===== config.mk =====
export PLATFORM = sky130hd
export DESIGN_NAME = dual_tmr_unit
export DESIGN_NICKNAME = d
export VERILOG_FILES = /design/src/rtl/dtu_pkg.sv /design/src/rtl/dtu_sync.sv /design/src/rtl/dtu_fall_det.sv /design/src/rtl/dtu_count_core.sv /design/src/rtl/dual_tmr_unit.sv
export SDC_FILE = /design/constraint.sdc
export NUM_CORES = 1
export LEC_CHECK = 0
export BUFFER_PORTS_ARGS = -buffer_cell sky130_fd_sc_hd__buf_2
export CORE_MARGIN = 8
export CORE_UTILIZATION = 24
export CTS_CLUSTER_SIZE = 10
export DETAILED_ROUTE_END_ITERATION = 10
export PLACE_DENSITY = 0.37
export REMOVE_ABC_BUFFERS = 1
export SETUP_SLACK_MARGIN = 0.05
export SYNTH_ARGS = -nofsm -noshare
export SYNTH_HDL_FRONTEND = slang
export SYNTH_SLANG_ARGS = --single-unit

===== constraint.sdc =====
create_clock -name clk -period 2.3 [get_ports clk]
set_clock_uncertainty 0.15 [all_clocks]
set_input_delay 0.345 -clock clk [delete_from_list [all_inputs] [get_ports clk]]
set_output_delay 0.345 -clock clk [all_outputs]
set_load 0.02 [all_outputs]

===== src/rtl/dtu_pkg.sv =====
`timescale 1ns/1ps
// Package: shared widths, address map, control bit positions and the
// per-channel configuration layout of the dual timer/counter.
// Assumes two channels with 8-bit count registers.
package dtu_pkg;
    localparam int DW        = 8;   // register width
    localparam int NCH       = 2;   // channel count
    localparam int AW        = 3;   // bus address width
    localparam int CFG_W     = 4;   // mode field bits per channel
    localparam int PRE_W     = 5;   // prescaler bits in 13-bit mode
    localparam int SYNC_STG  = 2;   // synchronizer depth
    localparam int RUN_BASE  = 4;   // control bit of channel 0 run
    localparam int FLAG_BASE = 5;   // control bit of channel 0 flag
    localparam int CTL_STEP  = 2;   // spacing between channels in control

    localparam logic [AW-1:0] A_MODE = 3'd0;
    localparam logic [AW-1:0] A_CTRL = 3'd1;
    localparam logic [AW-1:0] A_LO0  = 3'd2;
    localparam logic [AW-1:0] A_HI0  = 3'd3;
    localparam logic [AW-1:0] A_LO1  = 3'd4;
    localparam logic [AW-1:0] A_HI1  = 3'd5;

    typedef enum logic [1:0] {
        MD_PRESCALED = 2'b00,
        MD_WIDE      = 2'b01,
        MD_RELOAD    = 2'b10,
        MD_SPLIT     = 2'b11
    } mode_e;

    typedef struct packed {
        logic  gate_en;
        logic  ext_cnt;
        mode_e mode;
    } chan_cfg_t;
endpackage


===== src/rtl/dtu_sync.sv =====
`timescale 1ns/1ps
// Module: multi-bit level synchronizer, one flop chain per bit.
// Assumes inputs are asynchronous levels; STAGES must be at least 2.
module dtu_sync #(
    parameter int W      = 2,
    parameter int STAGES = 2
) (
    input  logic         clk,
    input  logic         rst_n,
    input  logic [W-1:0] async_i,
    output logic [W-1:0] sync_o
);
    logic [W-1:0] chain_q [STAGES];

    // Shift each input bit through the flop chain.
    always_ff @(posedge clk) begin
        if (!rst_n) begin
            for (int s = 0; s < STAGES; s++) chain_q[s] <= '0;
        end else begin
            chain_q[0] <= async_i;
            for (int s = 1; s < STAGES; s++) chain_q[s] <= chain_q[s-1];
        end
    end

    assign sync_o = chain_q[STAGES-1];
endmodule


===== src/rtl/dtu_fall_det.sv =====
`timescale 1ns/1ps
// Module: falling-edge detector on already synchronized levels.
// Emits a one-clock pulse when a bit goes from 1 to 0. The history
// flop resets to 0, so a pin sitting high after reset gives no pulse.
module dtu_fall_det #(
    parameter int W = 2
) (
    input  logic         clk,
    input  logic         rst_n,
    input  logic [W-1:0] level_i,
    output logic [W-1:0] fall_o
);
    logic [W-1:0] prev_q;

    // Remember the previous sampled level.
    always_ff @(posedge clk) begin
        if (!rst_n) prev_q <= '0;
        else        prev_q <= level_i;
    end

    assign fall_o = prev_q & ~level_i;
endmodule


===== src/rtl/dtu_count_core.sv =====
`timescale 1ns/1ps
// Module: next-state logic of one channel's count register pair.
// Purely combinational. inc_lo advances the main counter and inc_hi the
// split high half. SPLIT_OK selects whether mode 11 splits (1) or
// freezes (0) the channel. ovf_lo is the main overflow, ovf_hi the
// split high-half overflow.
module dtu_count_core
    import dtu_pkg::*;
#(
    parameter bit SPLIT_OK = 1'b1
) (
    input  mode_e         mode,
    input  logic [DW-1:0] lo_q,
    input  logic [DW-1:0] hi_q,
    input  logic          inc_lo,
    input  logic          inc_hi,
    output logic [DW-1:0] lo_d,
    output logic [DW-1:0] hi_d,
    output logic          ovf_lo,
    output logic          ovf_hi
);
    localparam logic [DW-1:0]    ONE8  = DW'(1);
    localparam logic [PRE_W-1:0] ONEP  = PRE_W'(1);
    localparam logic [2*DW-1:0]  ONE16 = (2*DW)'(1);

    logic [PRE_W-1:0] pre;
    logic [2*DW-1:0]  wide;

    assign pre  = lo_q[PRE_W-1:0];
    assign wide = {hi_q, lo_q} + ONE16;

    // Compute the next register pair for the selected mode.
    always_comb begin
        lo_d   = lo_q;
        hi_d   = hi_q;
        ovf_lo = 1'b0;
        ovf_hi = 1'b0;
        case (mode)
            MD_PRESCALED: begin
                if (inc_lo) begin
                    lo_d = {{(DW-PRE_W){1'b0}}, pre + ONEP};
                    if (&pre) begin
                        hi_d   = hi_q + ONE8;
                        ovf_lo = &hi_q;
                    end
                end
            end
            MD_WIDE: begin
                if (inc_lo) begin
                    {hi_d, lo_d} = wide;
                    ovf_lo       = &{hi_q, lo_q};
                end
            end
            MD_RELOAD: begin
                if (inc_lo) begin
                    if (&lo_q) begin
                        lo_d   = hi_q;
                        ovf_lo = 1'b1;
                    end else begin
                        lo_d = lo_q + ONE8;
                    end
                end
            end
            MD_SPLIT: begin
                if (SPLIT_OK) begin
                    if (inc_lo) begin
                        lo_d   = lo_q + ONE8;
                        ovf_lo = &lo_q;
                    end
                    if (inc_hi) begin
                        hi_d   = hi_q + ONE8;
                        ovf_hi = &hi_q;
                    end
                end
            end
            default: ;
        endcase
    end
endmodule


===== src/rtl/dual_tmr_unit.sv =====
`timescale 1ns/1ps
// Module: dual timer/counter with a register bus.
// Two channels are configured by nibbles of the mode register and run or
// flagged through the control register. Pins are synchronized inside the
// block. A bus write beats counting for the register written.
module dual_tmr_unit
    import dtu_pkg::*;
(
    input  logic           clk,
    input  logic           rst_n,
    input  logic           bus_wr,
    input  logic [AW-1:0]  bus_addr,
    input  logic [DW-1:0]  bus_wdata,
    output logic [DW-1:0]  bus_rdata,
    input  logic [NCH-1:0] cnt_pin,
    input  logic [NCH-1:0] gate_pin,
    output logic [NCH-1:0] ovf_flag
);
    localparam logic [DW-1:0] PRE_MASK = DW'((1 << PRE_W) - 1);

    logic [DW-1:0]  mode_q;
    logic [NCH-1:0] run_q, flag_q, flag_set;
    logic [DW-1:0]  lo_q [NCH];
    logic [DW-1:0]  hi_q [NCH];
    logic [DW-1:0]  lo_d [NCH];
    logic [DW-1:0]  hi_d [NCH];
    logic [DW-1:0]  rd_lo [NCH];
    logic [NCH-1:0] ovf_lo, ovf_hi, inc_lo, inc_hi;
    logic [NCH-1:0] cnt_lvl, cnt_fall, gate_lvl;
    chan_cfg_t      cfg [NCH];
    logic           split0;
    logic [DW-1:0]  ctrl_view;
    logic           wr_mode, wr_ctrl;

    assign wr_mode = bus_wr && (bus_addr == A_MODE);
    assign wr_ctrl = bus_wr && (bus_addr == A_CTRL);

    dtu_sync #(.W(NCH), .STAGES(SYNC_STG)) u_cnt_sync (
        .clk(clk), .rst_n(rst_n), .async_i(cnt_pin), .sync_o(cnt_lvl));

    dtu_sync #(.W(NCH), .STAGES(SYNC_STG)) u_gate_sync (
        .clk(clk), .rst_n(rst_n), .async_i(gate_pin), .sync_o(gate_lvl));

    dtu_fall_det #(.W(NCH)) u_fall (
        .clk(clk), .rst_n(rst_n), .level_i(cnt_lvl), .fall_o(cnt_fall));

    assign split0 = (cfg[0].mode == MD_SPLIT);

    for (genvar c = 0; c < NCH; c++) begin : g_ch
        localparam logic [AW-1:0] ADDR_LO = AW'(int'(A_LO0) + CTL_STEP * c);
        localparam logic [AW-1:0] ADDR_HI = AW'(int'(A_HI0) + CTL_STEP * c);

        logic enabled, step_evt;

        assign cfg[c]   = chan_cfg_t'(mode_q[c*CFG_W +: CFG_W]);
        assign enabled  = run_q[c] & (~cfg[c].gate_en | gate_lvl[c]);
        assign step_evt = cfg[c].ext_cnt ? cnt_fall[c] : 1'b1;
        assign inc_lo[c] = enabled & step_evt;
        // Only channel 0 has a split high half; it runs off run bit 1.
        assign inc_hi[c] = (c == 0) ? run_q[NCH-1] : 1'b0;

        dtu_count_core #(.SPLIT_OK(c == 0)) u_core (
            .mode  (cfg[c].mode),
            .lo_q  (lo_q[c]),
            .hi_q  (hi_q[c]),
            .inc_lo(inc_lo[c]),
            .inc_hi(inc_hi[c]),
            .lo_d  (lo_d[c]),
            .hi_d  (hi_d[c]),
            .ovf_lo(ovf_lo[c]),
            .ovf_hi(ovf_hi[c])
        );

        // Load the count pair from the bus or from the next-state logic.
        always_ff @(posedge clk) begin
            if (!rst_n) begin
                lo_q[c] <= '0;
                hi_q[c] <= '0;
            end else begin
                lo_q[c] <= (bus_wr && bus_addr == ADDR_LO) ? bus_wdata : lo_d[c];
                hi_q[c] <= (bus_wr && bus_addr == ADDR_HI) ? bus_wdata : hi_d[c];
            end
        end

        assign rd_lo[c] = (cfg[c].mode == MD_PRESCALED) ? (lo_q[c] & PRE_MASK) : lo_q[c];
    end

    // Flag 0 comes from channel 0; flag 1 comes from the split high half
    // while channel 0 splits, otherwise from channel 1.
    assign flag_set[0] = ovf_lo[0];
    assign flag_set[1] = split0 ? ovf_hi[0] : (ovf_lo[1] | ovf_hi[1]);

    // Hold the mode register.
    always_ff @(posedge clk) begin
        if (!rst_n)       mode_q <= '0;
        else if (wr_mode) mode_q <= bus_wdata;
    end

    // Run bits follow the bus; flags are sticky until a control write.
    always_ff @(posedge clk) begin
        if (!rst_n) begin
            run_q  <= '0;
            flag_q <= '0;
        end else if (wr_ctrl) begin
            for (int c = 0; c < NCH; c++) begin
                run_q[c]  <= bus_wdata[RUN_BASE + CTL_STEP * c];
                flag_q[c] <= bus_wdata[FLAG_BASE + CTL_STEP * c];
            end
        end else begin
            flag_q <= flag_q | flag_set;
        end
    end

    // Assemble the control register view.
    always_comb begin
        ctrl_view = '0;
        for (int c = 0; c < NCH; c++) begin
            ctrl_view[RUN_BASE + CTL_STEP * c]  = run_q[c];
            ctrl_view[FLAG_BASE + CTL_STEP * c] = flag_q[c];
        end
    end

    // Combinational read multiplexer.
    always_comb begin
        bus_rdata = '0;
        if (bus_addr == A_MODE) bus_rdata = mode_q;
        if (bus_addr == A_CTRL) bus_rdata = ctrl_view;
        for (int c = 0; c < NCH; c++) begin
            if (bus_addr == AW'(int'(A_LO0) + CTL_STEP * c)) bus_rdata = rd_lo[c];
            if (bus_addr == AW'(int'(A_HI0) + CTL_STEP * c)) bus_rdata = hi_q[c];
        end
    end

    assign ovf_flag = flag_q;
endmodule


==> run summary <==
status -> complete, no violations
Pwr Density -> 457 nW/µm²
Core Area -> 15300 µm²
maximum buffer depth of the clock tree -> 2
Leakage -> 1.71 nW
crit path launch type -> flop
Hold Path Class -> input port to flop
root buf cell -> clkbuf_16
critical path arrival -> 1.68 ns
TritonRoute pass-1 iters -> 5
Post-Synth Simple-Gate Area -> 0.256
Avg Inst Size Synth -> 7.86 µm²
Reg area -> 1080 µm²
Via density -> 5.10
maximum VDD drop -> 0.238 mV
max-slew violations -> 0
gpl congestion -> 0.882
first-pass GRT wire length -> 22.1 mm
Starting Density -> 0.246
via count -> 3810
crit path max fanout -> 4
nets -> 564
WL final -> 14.2 mm
clock latency on the worst-skew pair -> 0.31 ns
Post-DP HPWL -> 10.7 mm
crit path capture type -> output port
Synth Instances -> 477
ANT nets after route -> 0
Final Cell Area -> 4710 µm²
portion of netlist area occupied by mux cells -> 0.0464
Post-DP Area -> 4430 µm²
RSZ-0062 raised after global routing -> yes
Die Ht -> 141 µm
share of synthesized cell area in full adder, half adder and majority cells -> 0.0334
Worst-Margin Slew -> 0.553 ns
Fmax achieved -> 460 MHz
vias in the first global route -> 3703
diodes inserted -> 0
DRC -> 0
combinational family with the most area after synthesis -> compound AO/OA/AOI/OAI gates
synthesis-stage register bit count -> 54
R2R Setup Slk -> 0.17 ns
leading cell type in the layout, fill and taps excluded -> buf_4
Fin Hold WS -> 0.0904 ns
largest net degree at the start of global routing -> 26
Yosys cell types -> 70
Worst Path Required -> 1.80 ns
hold bufs inserted after CTS -> 0
antenna violations before repair -> 0
chip width -> 141 µm
cts bufs inserted -> 5
Ports -> 28
aggregate global routing overflow -> 0
most common flop cell mapped by yosys -> dfxtp_1
multi-input logic area -> 2580 µm²
drt initial violations -> 293
final-report hold violation count -> 0
GRT Resource Usage Total -> 0.144
final setup violation count -> 0
die area -> 19900 µm²
row count -> 45
most frequent cells in the layout -> buf_4, dfxtp_1, nand2_1
clock sinks -> 54
Syn Std Cell Area -> 3750 µm²
final period utilization -> 0.945
Reg clk slew, reported paths -> 0.08 ns
Synth Area in XOR/XNOR -> 0.0257
TritonCTS clock tree -> built
share of flip-flops with an asynchronous set or reset -> 0
H-tree depth -> 2
MaxCap Viol Count -> 0
port buffer count -> 27
crit path kind -> flop to output port
DR WL/cell -> 18.9 µm
setup TNS -> 0 ns
Tmin final -> 2.17 ns
Fillers -> 1646
Post-synth EDFFs -> 0
Area Overhead vs Synth -> 25.6%
compound-cell area share of the yosys netlist -> 0.301
Syn. warnings -> 0
Seq/Total Area, Yosys -> 0.288
layout cell share with drive strength beyond 1 -> 0.246
Overall Power -> 0.00215 W
max_slew headroom -> 0.631
cell usage after synthesis, types with 3 or more instances:
| master | count | area, µm² |
|---|---|---|
| o31a_1 | 3 | 26.3 |
| nand2_1 | 48 | 180 |
| dfxtp_1 | 54 | 1080 |
| mux2i_1 | 14 | 140 |
| nand4_1 | 8 | 50.1 |
| o221ai_1 | 3 | 26.3 |
| a211oi_1 | 5 | 37.5 |
| a21oi_1 | 33 | 165 |
| o211ai_1 | 5 | 37.5 |
| inv_1 | 13 | 48.8 |
| and3_1 | 11 | 68.8 |
| nor2_1 | 32 | 120 |
| and2_1 | 17 | 106 |
| nor4b_1 | 3 | 26.3 |
| o221a_2 | 5 | 56.3 |
| nand2b_1 | 8 | 50.1 |
| a221o_1 | 3 | 30.0 |
| xnor2_1 | 7 | 61.3 |
| nand3_1 | 12 | 60.1 |
| or2_2 | 5 | 31.3 |
| nor3_1 | 13 | 65.1 |
| o21ai_0 | 35 | 175 |
| a21boi_0 | 11 | 82.6 |
| nand3b_1 | 3 | 22.5 |
| a41oi_1 | 3 | 26.3 |
| o22ai_1 | 7 | 43.8 |
| nor3b_1 | 7 | 52.6 |
| ha_1 | 10 | 125 |
| a21boi_1 | 3 | 22.5 |
| a211o_1 | 3 | 26.3 |
| clkbuf_1 | 24 | 90.1 |
| xor2_1 | 4 | 35.0 |
| o2bb2ai_1 | 4 | 35.0 |
| buf_2 | 9 | 45.0 |
| a31oi_1 | 8 | 50.1 |
critical path: stages, from the launching register on:
cell     delay [ns]
dfxtp_2        0.32
or2_4          0.26
and3_4         0.18
a221o_1        0.31
o21ai_2        0.07
o21ai_2        0.09
buf_6          0.13
logic make-up after synthesis:
family | count (synthesis)
mux | 16
simple gates | 181
fa+ha+maj | 10
buf+inv | 46
compound gates | 159
xor+xnor | 11
flops | 54
where the power goes:
part	switching [W]	leakage, nW	internal, W
sequential	0.0000327	0.441	0.000968
clock	0.000392	0.0707	0.000408
combinational	0.000208	1.19	0.000144
final timing paths:
| path | cells past startpoint | from | end |
|---|---|---|---|
| worst max register to register | 10 | lo_q[0][0] | hi_q[0][3] |
| worst min register to register | 1 | u_gate_sync.chain_q[0][1] | u_gate_sync.chain_q[0][3] |
| worst max-delay path | 6 | mode_q[0] | bus_rdata[7] |
| worst min-delay path | 2 | gate_pin[0] | u_gate_sync.chain_q[0][0] |
sequential cells by signal (all words and copies together) (netlist names):
register	count
u_gate_sync.chain_q	4
u_cnt_sync.chain_q	4
run_q	2
hi_q	16
ovf_flag	2
mode_q	8
u_fall.prev_q	2
lo_q	16
timing repair:
| action | in CTS | in global routing |
|---|---|---|
| setup buffers | 0 | 2 |
| endpoints found under the setup margin | 3 | 14 |
| pin swaps | 1 | 7 |
| gates cloned | 0 | 0 |
| gates resized for setup | 13 | 18 |
layer usage:
metal	global-route usage	vias up	routed length, µm
li1	-	1895	-
met1	0.203	1793	6970
met2	0.214	106	6130
met3	0.0287	16	719
met4	0.0503	0	335
met5	0	-	0
stage by stage:
step | cells | utilization | setup WS (ns)
final | 747 | 0.308 | 0.127
after CTS | 745 | 0.302 | 0.0504
after floorplan | 444 | - | 0.0259
after global routing | 747 | 0.308 | 0.0337
after global placement | 738 | 0.290 | 0.122
after detailed placement | 738 | 0.290 | 0.0702
final cells by class:
cell class                      instances  share of cell area
Sequential cell                        54               0.230
Multi-Input combinational cell        377               0.548
Clock inverter                          2             0.00372
Timing Repair Buffer                   85               0.125
Clock buffer                            5              0.0266
Tap cell                              211              0.0561
Inverter                               13              0.0104
Power figures use the tool's default switching activity.
